### config.mk
export PLATFORM = sky130hd
export DESIGN_NAME = itb_timer_bank
export DESIGN_NICKNAME = d
export VERILOG_FILES = /design/src/rtl/itb_pkg.sv /design/src/rtl/itb_regdec.sv /design/src/rtl/itb_prescaler.sv /design/src/rtl/itb_channel.sv /design/src/rtl/itb_irq.sv /design/src/rtl/itb_timer_bank.sv
export SDC_FILE = /design/constraint.sdc
export NUM_CORES = 1
export LEC_CHECK = 0
export ABC_AREA = 1
export CAP_MARGIN = 30
export CORE_UTILIZATION = 38
export DETAILED_ROUTE_END_ITERATION = 10
export PLACE_DENSITY_LB_ADDON = 0.05
export SYNTH_ARGS = -nofsm -noshare
export SYNTH_HDL_FRONTEND = slang
export SYNTH_SLANG_ARGS = --single-unit
export TNS_END_PERCENT = 50
### constraint.sdc
create_clock -name clk_i -period 3.5 [get_ports clk_i]
set_input_delay 0.35 -clock clk_i [delete_from_list [all_inputs] [get_ports clk_i]]
set_output_delay 0.35 -clock clk_i [all_outputs]
set_load 0.005 [all_outputs]
### src/rtl/itb_pkg.sv
package itb_pkg;

  localparam int CTL_W   = 8;
  localparam int SRC_N   = 4;
  localparam int SRC_W   = 2;
  localparam int EXP_W   = 3;
  localparam int PC_W    = (1 << EXP_W) - 1;
  localparam int SLOT_W  = 4;

  localparam int RUN_BIT = 0;
  localparam int RLD_BIT = 1;
  localparam int SRC_LSB = 2;
  localparam int EXP_LSB = 4;
  localparam int ONE_BIT = 7;

  typedef enum logic [1:0] {
    FLD_CTRL = 2'd0,
    FLD_INTV = 2'd1,
    FLD_CNT  = 2'd2,
    FLD_NONE = 2'd3
  } fld_e;

  typedef struct packed {
    logic              hit_ien;
    logic              hit_sts;
    logic              hit_ch;
    logic [SLOT_W-1:0] ch;
    fld_e              fld;
  } dec_t;

  // Divider terminal value for exponent e: 2^e - 1
  function automatic logic [PC_W-1:0] presc_limit(input logic [EXP_W-1:0] e);
    logic [PC_W:0] one;
    one = (PC_W+1)'(1);
    return PC_W'((one << e) - one);
  endfunction

  // Field selected by the low nibble of a channel slot address
  function automatic fld_e field_of(input logic [3:0] lo);
    case (lo)
      4'h0:    return FLD_CTRL;
      4'h4:    return FLD_INTV;
      4'h8:    return FLD_CNT;
      default: return FLD_NONE;
    endcase
  endfunction

endpackage

### src/rtl/itb_regdec.sv
module itb_regdec
  import itb_pkg::*;
#(
  parameter int ADDR_W = 10,
  parameter int NUM_CH = 6
) (
  input  logic [ADDR_W-1:0] addr_i,
  output dec_t              dec_o
);

  logic              upper_ok;
  logic [SLOT_W-1:0] slot;
  fld_e              fld;
  logic              slot_ok;

  assign upper_ok = (addr_i[ADDR_W-1:8] == '0);
  assign slot     = addr_i[7:4];
  assign fld      = field_of(addr_i[3:0]);
  assign slot_ok  = (slot >= SLOT_W'(1)) && (slot <= SLOT_W'(NUM_CH));

  always_comb begin
    dec_o         = '0;
    dec_o.fld     = FLD_NONE;
    dec_o.hit_ien = upper_ok && (addr_i[7:0] == 8'h00);
    dec_o.hit_sts = upper_ok && (addr_i[7:0] == 8'h04);
    if (upper_ok && slot_ok && (fld != FLD_NONE)) begin
      dec_o.hit_ch = 1'b1;
      dec_o.ch     = slot - SLOT_W'(1);
      dec_o.fld    = fld;
    end
  end

endmodule

### src/rtl/itb_prescaler.sv
module itb_prescaler
  import itb_pkg::*;
(
  input  logic             clk_i,
  input  logic             rst_ni,
  input  logic             restart_i,
  input  logic             run_i,
  input  logic             tick_i,
  input  logic [EXP_W-1:0] exp_i,
  output logic             step_o
);

  logic [PC_W-1:0] pc_q;
  logic [PC_W-1:0] lim;
  logic            wrap;

  assign lim    = presc_limit(exp_i);
  assign wrap   = (pc_q == lim);
  assign step_o = run_i & tick_i & wrap;

  always_ff @(posedge clk_i or negedge rst_ni) begin
    if (!rst_ni) begin
      pc_q <= '0;
    end else if (restart_i) begin
      pc_q <= '0;
    end else if (run_i && tick_i) begin
      pc_q <= wrap ? '0 : pc_q + PC_W'(1);
    end
  end

  AST_DIV_RESTART: assert property (@(posedge clk_i) disable iff (!rst_ni) restart_i |=> (pc_q == '0));

  AST_DIV_HOLD: assert property (@(posedge clk_i) disable iff (!rst_ni) (!restart_i && !tick_i) |=> $stable(pc_q));

endmodule

### src/rtl/itb_channel.sv
module itb_channel
  import itb_pkg::*;
#(
  parameter int               CNT_W       = 32,
  parameter logic [SRC_N-1:0] SRC_PRESENT = 4'b1011,
  parameter logic [CTL_W-1:0] DEF_CTRL    = 8'h04
) (
  input  logic             clk_i,
  input  logic             rst_ni,
  input  logic             ctrl_we_i,
  input  logic             intv_we_i,
  input  logic [CNT_W-1:0] wdata_i,
  input  logic [SRC_N-1:0] src_tick_i,
  output logic [CTL_W-1:0] ctrl_o,
  output logic [CNT_W-1:0] intv_o,
  output logic [CNT_W-1:0] cnt_o,
  output logic             expire_o
);

  logic [CTL_W-1:0] ctrl_q;
  logic [CNT_W-1:0] intv_q;
  logic [CNT_W-1:0] cnt_q;
  logic [SRC_W-1:0] act_src_q;
  logic [EXP_W-1:0] act_exp_q;

  logic [SRC_W-1:0] new_src;
  logic [EXP_W-1:0] new_exp;
  logic             src_ok;
  logic             step;
  logic             at_end;
  logic             single;

  function automatic logic near_zero(input logic [CNT_W-1:0] c);
    return c <= CNT_W'(1);
  endfunction

  assign new_src  = wdata_i[SRC_LSB +: SRC_W];
  assign new_exp  = wdata_i[EXP_LSB +: EXP_W];
  assign src_ok   = SRC_PRESENT[new_src];
  assign single   = ctrl_q[ONE_BIT];
  assign at_end   = near_zero(cnt_q);
  assign expire_o = step & at_end;

  itb_prescaler u_div (
    .clk_i     (clk_i),
    .rst_ni    (rst_ni),
    .restart_i (ctrl_we_i),
    .run_i     (ctrl_q[RUN_BIT] & ~ctrl_we_i),
    .tick_i    (src_tick_i[act_src_q]),
    .exp_i     (act_exp_q),
    .step_o    (step)
  );

  always_ff @(posedge clk_i or negedge rst_ni) begin
    if (!rst_ni) begin
      ctrl_q    <= DEF_CTRL;
      act_src_q <= DEF_CTRL[SRC_LSB +: SRC_W];
      act_exp_q <= DEF_CTRL[EXP_LSB +: EXP_W];
      intv_q    <= '0;
      cnt_q     <= '0;
    end else begin
      if (intv_we_i) begin
        intv_q <= wdata_i;
      end
      if (ctrl_we_i) begin
        ctrl_q <= wdata_i[CTL_W-1:0];
        if (src_ok) begin
          act_src_q <= new_src;
          act_exp_q <= new_exp;
        end
        if (wdata_i[RLD_BIT]) begin
          cnt_q <= intv_q;
        end
      end else if (step) begin
        if (at_end) begin
          if (single) begin
            cnt_q           <= '0;
            ctrl_q[RUN_BIT] <= 1'b0;
          end else begin
            cnt_q <= intv_q;
          end
        end else begin
          cnt_q <= cnt_q - CNT_W'(1);
        end
      end
    end
  end

  assign ctrl_o = ctrl_q;
  assign intv_o = intv_q;
  assign cnt_o  = cnt_q;

  AST_RELOAD_COPY: assert property (@(posedge clk_i) disable iff (!rst_ni) (ctrl_we_i && wdata_i[RLD_BIT]) |=> (cnt_q == $past(intv_q)));

  AST_BAD_SRC_KEEP: assert property (@(posedge clk_i) disable iff (!rst_ni) (ctrl_we_i && !src_ok) |=> ($stable(act_src_q) && $stable(act_exp_q)));

  AST_PERIODIC_RELOAD: assert property (@(posedge clk_i) disable iff (!rst_ni) (expire_o && !single) |=> (cnt_q == $past(intv_q)));

  AST_ONESHOT_DISARM: assert property (@(posedge clk_i) disable iff (!rst_ni) (expire_o && single) |=> (!ctrl_q[RUN_BIT] && cnt_q == '0));

  AST_STOPPED_HOLD: assert property (@(posedge clk_i) disable iff (!rst_ni) (!ctrl_q[RUN_BIT] && !ctrl_we_i) |=> $stable(cnt_q));

endmodule

### src/rtl/itb_irq.sv
module itb_irq #(
  parameter int NUM_CH = 6
) (
  input  logic              clk_i,
  input  logic              rst_ni,
  input  logic              ien_we_i,
  input  logic              sts_we_i,
  input  logic [NUM_CH-1:0] wdata_i,
  input  logic [NUM_CH-1:0] expire_i,
  output logic [NUM_CH-1:0] ien_o,
  output logic [NUM_CH-1:0] sts_o,
  output logic [NUM_CH-1:0] irq_o
);

  logic [NUM_CH-1:0] ien_q;
  logic [NUM_CH-1:0] sts_q;
  logic [NUM_CH-1:0] clr_mask;

  assign clr_mask = sts_we_i ? wdata_i : '0;

  always_ff @(posedge clk_i or negedge rst_ni) begin
    if (!rst_ni) begin
      ien_q <= '0;
      sts_q <= '0;
    end else begin
      if (ien_we_i) begin
        ien_q <= wdata_i;
      end
      sts_q <= (sts_q & ~clr_mask) | expire_i;
    end
  end

  assign ien_o = ien_q;
  assign sts_o = sts_q;
  assign irq_o = sts_q & ien_q;

  for (genvar i = 0; i < NUM_CH; i++) begin : g_chk
    AST_EXPIRE_SETS: assert property (@(posedge clk_i) disable iff (!rst_ni) expire_i[i] |=> sts_q[i]);
    AST_W1C_CLEARS: assert property (@(posedge clk_i) disable iff (!rst_ni) (sts_we_i && wdata_i[i] && !expire_i[i]) |=> !sts_q[i]);
    AST_STS_STICKY: assert property (@(posedge clk_i) disable iff (!rst_ni) (sts_q[i] && !sts_we_i) |=> sts_q[i]);
  end

endmodule

### src/rtl/itb_timer_bank.sv
module itb_timer_bank
  import itb_pkg::*;
#(
  parameter int               ADDR_W      = 10,
  parameter int               DATA_W      = 32,
  parameter int               NUM_CH      = 6,
  parameter logic [SRC_N-1:0] SRC_PRESENT = 4'b1011,
  parameter logic [CTL_W-1:0] DEF_CTRL    = 8'h04
) (
  input  logic              clk_i,
  input  logic              rst_ni,
  input  logic [SRC_N-1:0]  src_tick_i,
  input  logic [ADDR_W-1:0] addr_i,
  input  logic              wr_en_i,
  input  logic [DATA_W-1:0] wr_data_i,
  output logic [DATA_W-1:0] rd_data_o,
  output logic [NUM_CH-1:0] irq_o
);

  dec_t dec;

  logic [CTL_W-1:0]  ch_ctrl [NUM_CH];
  logic [DATA_W-1:0] ch_intv [NUM_CH];
  logic [DATA_W-1:0] ch_cnt  [NUM_CH];
  logic [NUM_CH-1:0] expire;
  logic [NUM_CH-1:0] ien;
  logic [NUM_CH-1:0] sts;

  itb_regdec #(
    .ADDR_W (ADDR_W),
    .NUM_CH (NUM_CH)
  ) u_dec (
    .addr_i (addr_i),
    .dec_o  (dec)
  );

  for (genvar i = 0; i < NUM_CH; i++) begin : g_ch
    logic sel;
    assign sel = wr_en_i && dec.hit_ch && (dec.ch == SLOT_W'(i));

    itb_channel #(
      .CNT_W       (DATA_W),
      .SRC_PRESENT (SRC_PRESENT),
      .DEF_CTRL    (DEF_CTRL)
    ) u_ch (
      .clk_i      (clk_i),
      .rst_ni     (rst_ni),
      .ctrl_we_i  (sel && (dec.fld == FLD_CTRL)),
      .intv_we_i  (sel && (dec.fld == FLD_INTV)),
      .wdata_i    (wr_data_i),
      .src_tick_i (src_tick_i),
      .ctrl_o     (ch_ctrl[i]),
      .intv_o     (ch_intv[i]),
      .cnt_o      (ch_cnt[i]),
      .expire_o   (expire[i])
    );
  end

  itb_irq #(
    .NUM_CH (NUM_CH)
  ) u_irq (
    .clk_i    (clk_i),
    .rst_ni   (rst_ni),
    .ien_we_i (wr_en_i && dec.hit_ien),
    .sts_we_i (wr_en_i && dec.hit_sts),
    .wdata_i  (wr_data_i[NUM_CH-1:0]),
    .expire_i (expire),
    .ien_o    (ien),
    .sts_o    (sts),
    .irq_o    (irq_o)
  );

  always_comb begin
    rd_data_o = '0;
    if (dec.hit_ien) begin
      rd_data_o = DATA_W'(ien);
    end else if (dec.hit_sts) begin
      rd_data_o = DATA_W'(sts);
    end else if (dec.hit_ch) begin
      for (int i = 0; i < NUM_CH; i++) begin
        if (dec.ch == SLOT_W'(i)) begin
          case (dec.fld)
            FLD_CTRL: rd_data_o = DATA_W'(ch_ctrl[i]);
            FLD_INTV: rd_data_o = ch_intv[i];
            FLD_CNT:  rd_data_o = ch_cnt[i];
            default:  rd_data_o = '0;
          endcase
        end
      end
    end
  end

  AST_DECODE_EXCLUSIVE: assert property (@(posedge clk_i) disable iff (!rst_ni) $onehot0({dec.hit_ien, dec.hit_sts, dec.hit_ch}));

  AST_IRQ_NEEDS_FLAG: assert property (@(posedge clk_i) disable iff (!rst_ni) ((irq_o & ~(sts & ien)) == '0));

endmodule

# Word level (Yosys, flattened, before mapping)
# Cells that the tools add are included.
dict set report totals {
  register_bits 516
  out_inout_bits 38
}
dict set report op_classes {
  muxes 104
  n_reduce_logical 79
  n_eq_ne 23
  n_lt_le_gt_ge 15
  shifts 6
  n_bitwise 34
  addsub 19
}
# operator count
set ops {}
lappend ops {{$mux 32} 39}
lappend ops {{$pmux 32 s3} 6}
lappend ops {{$le 32x1->1 const B} 6}
lappend ops {{$sub 32x1->32 const B} 6}
lappend ops {{$mux 7} 19}
lappend ops {{$reduce_bool 2->1} 24}
lappend ops {{$add 7x1->7 const B} 6}
lappend ops {{$eq 7x7->1} 6}
lappend ops {{$shl 1x3->7 const A} 6}
lappend ops {{$sub 7x1->7 const B} 6}
lappend ops {{$logic_and 1x1->1} 32}
lappend ops {{$mux 1} 31}
lappend ops {{$and 1x1->1} 24}
lappend ops {{$reduce_and 2->1} 12}
lappend ops {{$lt 2x3->1 const B} 7}
lappend ops {{$reduce_and 3->1} 6}
lappend ops {{$bmux 1 s2} 7}
lappend ops {{$ne 2x2->1 const B} 7}
lappend ops {{$and 6x6->6} 2}
lappend ops {{$eq 4x3->1 const B} 3}
lappend ops {{$eq 4x2->1 const B} 2}
lappend ops {{$eq 8x3->1 const B} 1}
lappend ops {{$logic_not 4->1} 2}
lappend ops {{$logic_not 8->1} 1}
lappend ops {{13 further kinds} 19}

# Depth between registers and ports, before layout
# Gate-level depths: netlist (run 1).
dict set report depth {
  depth_word 16
  mapped_depth 19
  depth_no_buf 18
}

# Hierarchy
# A second synthesis (run 1) with hierarchy kept.
dict set report unflattened {
  cells_unflattened 5266
  hier_area_um2 36115.9
}
# mod area_each_um2 n_inst cells_each seq_area_each_um2
set by_module_without_submodules {}
lappend by_module_without_submodules {{itb_channel at g_ch[0].u_ch ...} 4548.1 5 622 1929.4}
lappend by_module_without_submodules {{itb_channel at g_ch[5].u_ch} 4569.4 1 630 1929.4}
lappend by_module_without_submodules {itb_timer_bank 4549.4 1 912 0.0}
lappend by_module_without_submodules {itb_prescaler 586.8 6 85 175.2}
lappend by_module_without_submodules {itb_irq 525.5 1 67 300.3}
lappend by_module_without_submodules {itb_regdec 210.2 1 37 0.0}

# Worst setup path after synthesis (run 1)
# No wires, ideal clock.
dict set report synth_path {
  path_type {input -> output}
  startpoint {input addr_i[4]}
  endpoint {output rd_data_o[1]}
  n_path_buf 3
  arrival_ps 2241
  path_stages 14
  slack_ps 909
  cell_sequence {inv_2 -> ha_1 -> nand3b_1 -> nand3_2 -> inv_2 -> nand2_1 -> inv_4 -> buf_4 -> buf_2 -> buf_4 -> nand2_1 -> a41oi_1 -> nand2_1 -> a21oi_1}
}
dict set report synth_via {
  elab_chain_len 16
  elab_cells_between_ends 35
  cone_classes {add/sub: 1; order compare: 2; eq/ne: 8; mux: 16; reduce/logical: 8}
}
# element line
set synth_rtl {}
lappend synth_rtl {{start, declared} itb_timer_bank.sv:13} ;# input logic [ADDR_W-1:0] addr_i,
lappend synth_rtl {{$ge 4x1->1 or $le 4x3->1 (tied branches)} itb_regdec.sv:19} ;# assign slot_ok = (slot >= SLOT_W'(1)) && (slot <= SLOT_W'(NUM_CH));
lappend synth_rtl {{$logic_and 1x1->1} itb_regdec.sv:19}
lappend synth_rtl {{$logic_and 1x1->1 (2 in series)} itb_regdec.sv:26} ;# if (upper_ok && slot_ok && (fld != FLD_NONE)) begin
lappend synth_rtl {{$mux 7} itb_regdec.sv:26}
lappend synth_rtl {{$eq 2x2->1, or another cell as far along} itb_timer_bank.sv:82} ;# case (dec.fld)
lappend synth_rtl {{$pmux 32 s3} itb_timer_bank.sv:82}
lappend synth_rtl {{$mux 32 (6 in series)} itb_timer_bank.sv:81} ;# if (dec.ch == SLOT_W'(i)) begin
lappend synth_rtl {{$mux 32} itb_timer_bank.sv:79} ;# end else if (dec.hit_ch) begin
lappend synth_rtl {{$mux 32} itb_timer_bank.sv:77} ;# end else if (dec.hit_sts) begin
lappend synth_rtl {{$mux 32 (*)} itb_timer_bank.sv:75} ;# if (dec.hit_ien) begin
lappend synth_rtl {{end, declared} itb_timer_bank.sv:16} ;# output logic [DATA_W-1:0] rd_data_o,
# Mark *: on every way between the ends. The rest lies on a longest branch, timed or not.

# Final worst setup path (run 1)
dict set report layout_path {
  startpoint {input addr_i[4]}
  endpoint {output rd_data_o[17]}
}
# The elaborated chain is that of the path after synthesis.

==> out/results.ini, run 1 <==
[cts]
cts_htree_levels=3
cts_buffers=66
clockBufferDepth=3
cts_sinks=516
clk-insertion-delay-late_ns=0.61
root_buffer=clkbuf_16
tritoncts=done
path_clk_slew_ns=0.05

[synth]
synthMuxAreaShare_pct=0.0344
post-synth-top-area-cell=dfrtp_1
synth.yosys.seq_area_share_pct=39.4
synth-compound-area-share_pct=17.9
ys_types=65
syn_nets=4719
syn_inst=4642
netlist_area_sq_um=32800
synth_ff_type=dfrtp_1
synth-seq-cells=516
ys_warn_count=0
synth-edff-count=0
synthAdderAreaFrac_pct=1.07
synth-xor-area-share_pct=5.45
synth_top_family_by_area=simple AND/OR/NAND/NOR gates
synth_area_leaders=dfrtp_1 (38%), nand2_1 (14%), o21ai_0 (8.5%)
synthArstFlopShare_pct=100
netlist.area_leader.share_pct=38.5
postSynthAreaPerCell_sq_um=7.06
synth_simple_gate_area_share_pct=26.9

[layout]
syn_to_final_growth_pct=21.2
drive_above_1_share_pct=12.6
mostFrequentLayoutCells=nand2_1 (1,191), o21ai_0 (556), inv_1 (541), dfrtp_1 (504), nor2_1 (379)
layout_commonest_cell=nand2_1
diodes=0
fin_nets=5007
instances_no_fill=6122

[timing]
hold_viol_final=0
final.setup.tns_ns=0
maxSlewHeadroom_pct=38.3
fmax_mhz=293
period_minus_slack_ns=3.41
worst_slew_pin_slew_ns=0.925
clock_skew_ns=0.0193
rsz0062_at_grt=yes
fin_hold_ws_ns=0.353
setup_viol=0
drv_slew=0
period_share_pct=97.6

[detailed_routing]
firstDrtPassIters=8
post_drt_wl_per_cell_um=22.4
dr_total_vias=33200
vias_per_cell=5.42
drtIter0Drc=3533
drtAntennaViolNets=0
wl_mm=137
drc_errors=0

[floorplanning]
core_area_sq_um=85300
rows=107
dieArea_sq_um=87400
ioPinCount=87
initial_core_util_pct=38.4
die_h_um=296
die_w_um=296

[power_and_ir_drop]
pwr-share-clk_pct=40.8
internal-power_w=0.0117
switching_share_pct=31.4
leakage_nw=18.3
ir_worst_vdd_mv=0.302
power.density_nw_per_um2=431
power_frac_comb_pct=18.3
pwr-share-seq_pct=41.0
switchingPower_w=0.00538

[job]
maxCapViolations=0

[global_routing]
grt_pass1_wl_mm=203
gr-usage-all-layers_pct=31.2
antenna_found_initial=5
grt_pass1_vias=30300
grt_max_degree=94
grt-ovfl-total=0

[worst_setup_path]
path_class=in -> out
rr_startpoint=g_ch[3].u_ch.cnt_o[0]
rr_worst_depth=14
crit_path_start_kind=primary input
critPathArrivalTime_ns=3.06
r2r_setup_slack_ns=0.43
end_kind=output port
r2r_end=g_ch[3].u_ch.cnt_o[22]
critPathRequiredTime_ns=3.15
critPathMaxFanout=11

[place]
dpl.hpwl_mm=104
dp_cells=5989
gp_congestion=0.968
io_buffers=86

[worst_hold_path]
hold_path.class=in -> async

[outcome]
status=complete, no violations

## how the worst max path moves through the flow
stage	startpoint	endpoint	slack, ns
finish	addr_i[4]	rd_data_o[17]	0.09
global route	addr_i[5]	rd_data_o[24]	-0.06
CTS	addr_i[9]	rd_data_o[9]	-0.05
detailed placement	addr_i[4]	rd_data_o[22]	-0.53
global placement	addr_i[4]	rd_data_o[2]	-0.54
floorplan	addr_i[4]	rd_data_o[1]	0.91
## cells in the mapped netlist (all sizes together) (4+ instances only)
| cell type | n |
|---|---|
| o21ai | 639 |
| nand3 | 304 |
| nor2 | 398 |
| nand2 | 1223 |
| ha | 28 |
| a31oi | 17 |
| o221ai | 8 |
| dfstp | 12 |
| xor2 | 176 |
| buf | 73 |
| nor3 | 62 |
| o211ai | 33 |
| o31ai | 4 |
| dfrtp | 504 |
| xnor2 | 28 |
| a22oi | 7 |
| o2111ai | 4 |
| nor4 | 13 |
| inv | 565 |
| nand4 | 63 |
| a41oi | 7 |
| a21oi | 149 |
| or2 | 6 |
| a32oi | 6 |
| clkinv | 4 |
| o32ai | 4 |
| nand3b | 9 |
| o22ai | 159 |
| clkbuf | 120 |
## logic make-up after synthesis
logic type / count (synthesis)
multiplexers: 1
AND/OR/NAND/NOR: 2083
buffers and inverters: 762
XOR/XNOR: 204
adder cells (fa/ha/maj): 28
AO/OA/AOI/OAI: 1048
flip-flops: 516
## layout make-up
type,instances,area [sq um]
multi-input combinational,3364,17100
inverter,569,2150
clock inverter,23,241
fill,8907,45500
tap,1144,1430
timing repair buffer,413,3950
clock buffer,93,1950
sequential,516,12900
## critical path, stage by stage
cell             delay, ns
clkdlybuf4s15_1       0.23
inv_2                 0.07
ha_1                  0.21
nand3b_1              0.17
nand3_2               0.11
buf_4                 0.13
nor2_2                0.04
buf_6                 0.13
buf_4                 0.16
nand2_4               0.11
buf_12                0.16
buf_4                 0.14
buf_4                 0.12
nand2_1               0.05
nand3_1               0.12
nand3_2               0.11
nand2_2               0.11
nand3_2               0.09
a21oi_2               0.19
dlygate4sd2_1         0.25
## per-stage QoR
step	area (sq um)	util (%)	total power, W	worst slack, ns
floorplan	32800	-	0.00902	0.909
global placement	37100	43.5	0.0102	-0.537
detailed placement	37100	43.5	0.0102	-0.530
CTS	39700	46.6	0.0172	-0.0460
global route	39700	46.6	0.0179	-0.0631
finish	39700	46.6	0.0171	0.0857
## layer usage
layer  track usage, %  routed length (um)  vias up
met1             47.7               65500    15900
met5                0                   0        -
met4             8.02                3470        0
li1                 -                   -    15800
met2             46.0               58000     1266
met3             3.99                9940      168
## power by group through the flow
stage	Sequential, W	Combinational (W)	Clock, W
CTS	0.00699	0.00309	0.00714
global placement	0.00710	0.00306	0
detailed placement	0.00709	0.00306	0
global route	0.00708	0.00350	0.00734
floorplan	0.00691	0.00211	0
finish	0.00701	0.00313	0.00698
## state kept, by name, summed over array words and instances (netlist names)
| register | cells |
|---|---|
| u_irq.ien_o | 6 |
| g_ch.u_ch.ctrl_o | 48 |
| u_irq.sts_o | 6 |
| g_ch.u_ch.intv_o | 192 |
| g_ch.u_ch.act_src_q | 12 |
| g_ch.u_ch.act_exp_q | 18 |
| g_ch.u_ch.u_div.pc_q | 42 |
| g_ch.u_ch.cnt_o | 192 |
## what timing repair did
item	CTS	global route
cloned	4	0
hold buffers	1	0
setup endpoints to repair	32	29
endpoints found under the hold margin	55	0
pin swaps	39	28
resized for setup	101	38
setup buffers	11	1
Power figures use the tool's default switching activity.
==> inputs of run 2 (changes only) <==
==> constraint.sdc (replaced) <==
create_clock -name clk_i -period 3.5 [get_ports clk_i]
set_input_delay 0.7 -clock clk_i [delete_from_list [all_inputs] [get_ports clk_i]]
set_output_delay 0.7 -clock clk_i [all_outputs]
set_load 0.005 [all_outputs]
==> run 2 against run 1 <==
Effect of this change:
- cell count rose by 1.4%
- setup slack worse by 0.32 ns
- fmax shrank 8.6%
- die area unchanged
- total power is 2.0% lower
- combinational power is 2% higher
- largest power group unchanged
- routed wire length increased by 2.5%
- the run now ends with negative setup slack left
- non-clock buffer count grew 84
- global-route usage up 0.65 points
- clock-buffer cell count fell by 7
==> out/results.ini, run 2 (synthesis gave the netlist of run 1 again) <==
[power_and_ir_drop]
pwr-share-seq_pct=41.7
pwr-share-clk_pct=39.2
switchingPower_w=0.00539
leakage_nw=18.9
power.density_nw_per_um2=406
switching_share_pct=32.1
ir_worst_vdd_mv=0.412
internal-power_w=0.0114
power_frac_comb_pct=19.1

[place]
dpl.hpwl_mm=104
io_buffers=86
dp_slack_ns=-1.17
dp_cells=6017
gp_congestion=0.983

[timing]
maxSlewHeadroom_pct=38.2
final.setup.tns_ns=-5.33
clock_skew_ns=0.0291
period_minus_slack_ns=3.74
rsz0062_at_grt=yes
fmax_mhz=268
drv_slew=0
hold_viol_final=0
post-route-worst-setup-slack_ns=-0.236
setup_viol=32
period_share_pct=107
worst_slew_pin_slew_ns=0.926

[detailed_routing]
drtAntennaViolNets=0
wl_mm=140
drc_errors=0
drtIter0Drc=3537
vias_per_cell=5.45
firstDrtPassIters=6
dr_total_vias=33800
post_drt_wl_per_cell_um=22.6

[floorplanning]
dieArea_sq_um=87400
ioPinCount=87
initial_core_util_pct=38.4
die_w_um=296
rows=107
core_area_sq_um=85300
die_h_um=296

[global_routing]
antenna_found_initial=3
grt-ovfl-total=0
grt_pass1_wl_mm=207
gr-usage-all-layers_pct=31.9
grt_pass1_vias=31100
grt_max_degree=103

[cts]
path_clk_slew_ns=0.06
tritoncts=done
cts_buffers=61
clockBufferDepth=3
root_buffer=clkbuf_16
cts_htree_levels=2
cts_sinks=516
clk-insertion-delay-late_ns=0.66
hold_buffers=0

[worst_setup_path]
path_class=in -> out
worst_path_largest_cell_delay_ns=0.19
slowest_stage=nor2_8
r2r_setup_slack_ns=0.57
path_cells=buf_8, inv_8, ha_4, inv_2, nand3b_1, nand3_4, buf_6, nor2_4, buf_6, nand2_8, nor2_8, buf_12, buf_16, buf_12, nand3_2, nand2_1, inv_1, nand2_2, nand2_2, nand2_2, nand2_1, nand2_1, a21oi_2, buf_2
critPathRequiredTime_ns=2.80
critPathMaxFanout=5
end_kind=output port
critPathArrivalTime_ns=3.04
crit_path_start_kind=primary input

[worst_hold_path]
hold_path.class=in -> async

[layout]
syn_to_final_growth_pct=26.2
fin_util_pct=48.5
instances_no_fill=6206
diodes=0
drive_above_1_share_pct=16.8
mostFrequentLayoutCells=nand2_1 (1,143), o21ai_0 (535), inv_1 (534), dfrtp_1 (504), nor2_1 (375)
fin_nets=5087
layout_commonest_cell=nand2_1

[job]
maxCapViolations=0

[outcome]
violations=negative setup slack
status=complete, but fails checks

[run 2: critical path, delay by kind of cell]
| family | cells | cell delay (ns) |
|---|---|---|
| and+or+nand+nor | 12 | 1.05 |
| AOI/OAI and AO/OA | 1 | 0.07 |
| buffers and inverters | 10 | 1.05 |
| adders and majority gates | 1 | 0.12 |
[run 2: final cells by class]
cell class / count / area (sq um)
Timing Repair Buffer: 497 / 5080
Tap cell: 1144 / 1430
Multi-Input combinational cell: 3365 / 17700
Clock buffer: 86 / 1770
Inverter: 569 / 2190
Clock inverter: 29 / 260
Fill cell: 8685 / 43900
Sequential cell: 516 / 12900
[run 2: power groups by stage]
stage	clock network [W]	logic [W]	registers, W
after global routing	0.00694	0.00358	0.00706
after floorplan	0	0.00211	0.00691
after detailed placement	0	0.00307	0.00709
after global placement	0	0.00308	0.00709
after CTS	0.00671	0.00315	0.00698
final	0.00658	0.00320	0.00700
[run 2: worst paths after layout]
path,cells past startpoint,from,endpoint
worst max-delay path,24,addr_i[5],rd_data_o[0]
min in group clk_i,2,g_ch[2].u_ch.ctrl_o[2],g_ch[2].u_ch.ctrl_o[2]
worst min-delay path,1,rst_ni,g_ch[1].u_ch.u_div.pc_q[4]
worst max register to register,14,g_ch[3].u_ch.cnt_o[0],g_ch[3].u_ch.cnt_o[13]
max in group asynchronous,3,rst_ni,g_ch[5].u_ch.cnt_o[27]
worst min register to register,2,g_ch[2].u_ch.ctrl_o[2],g_ch[2].u_ch.ctrl_o[2]
[run 2: through the flow]
| step | instance area [sq um] | power, W | hold WS [ns] |
|---|---|---|---|
| after detailed placement | 37500 | 0.0102 | 0.462 |
| after CTS | 41100 | 0.0168 | 0.0109 |
| final | 41400 | 0.0168 | 0.0148 |
| after global routing | 41400 | 0.0176 | 0.0358 |
| after global placement | 37500 | 0.0102 | 0.459 |
| after floorplan | 32800 | 0.00902 | 0.404 |
[run 2: routing by layer]
metal,part of all wire (%),up-vias,GRT usage (%)
met5,0,-,0
met1,47,16200,48.6
met2,42,1353,46.2
met4,3.2,0,9.58
met3,7.5,208,4.43
li1,-,16000,-
[run 2: timing repair]
item	4_1_cts	5_1_grt
buffers inserted	57	7
resized for setup	391	87
endpoints found under the hold margin	0	0
setup endpoints to repair	32	32
gates cloned	12	2
pin swaps	107	61
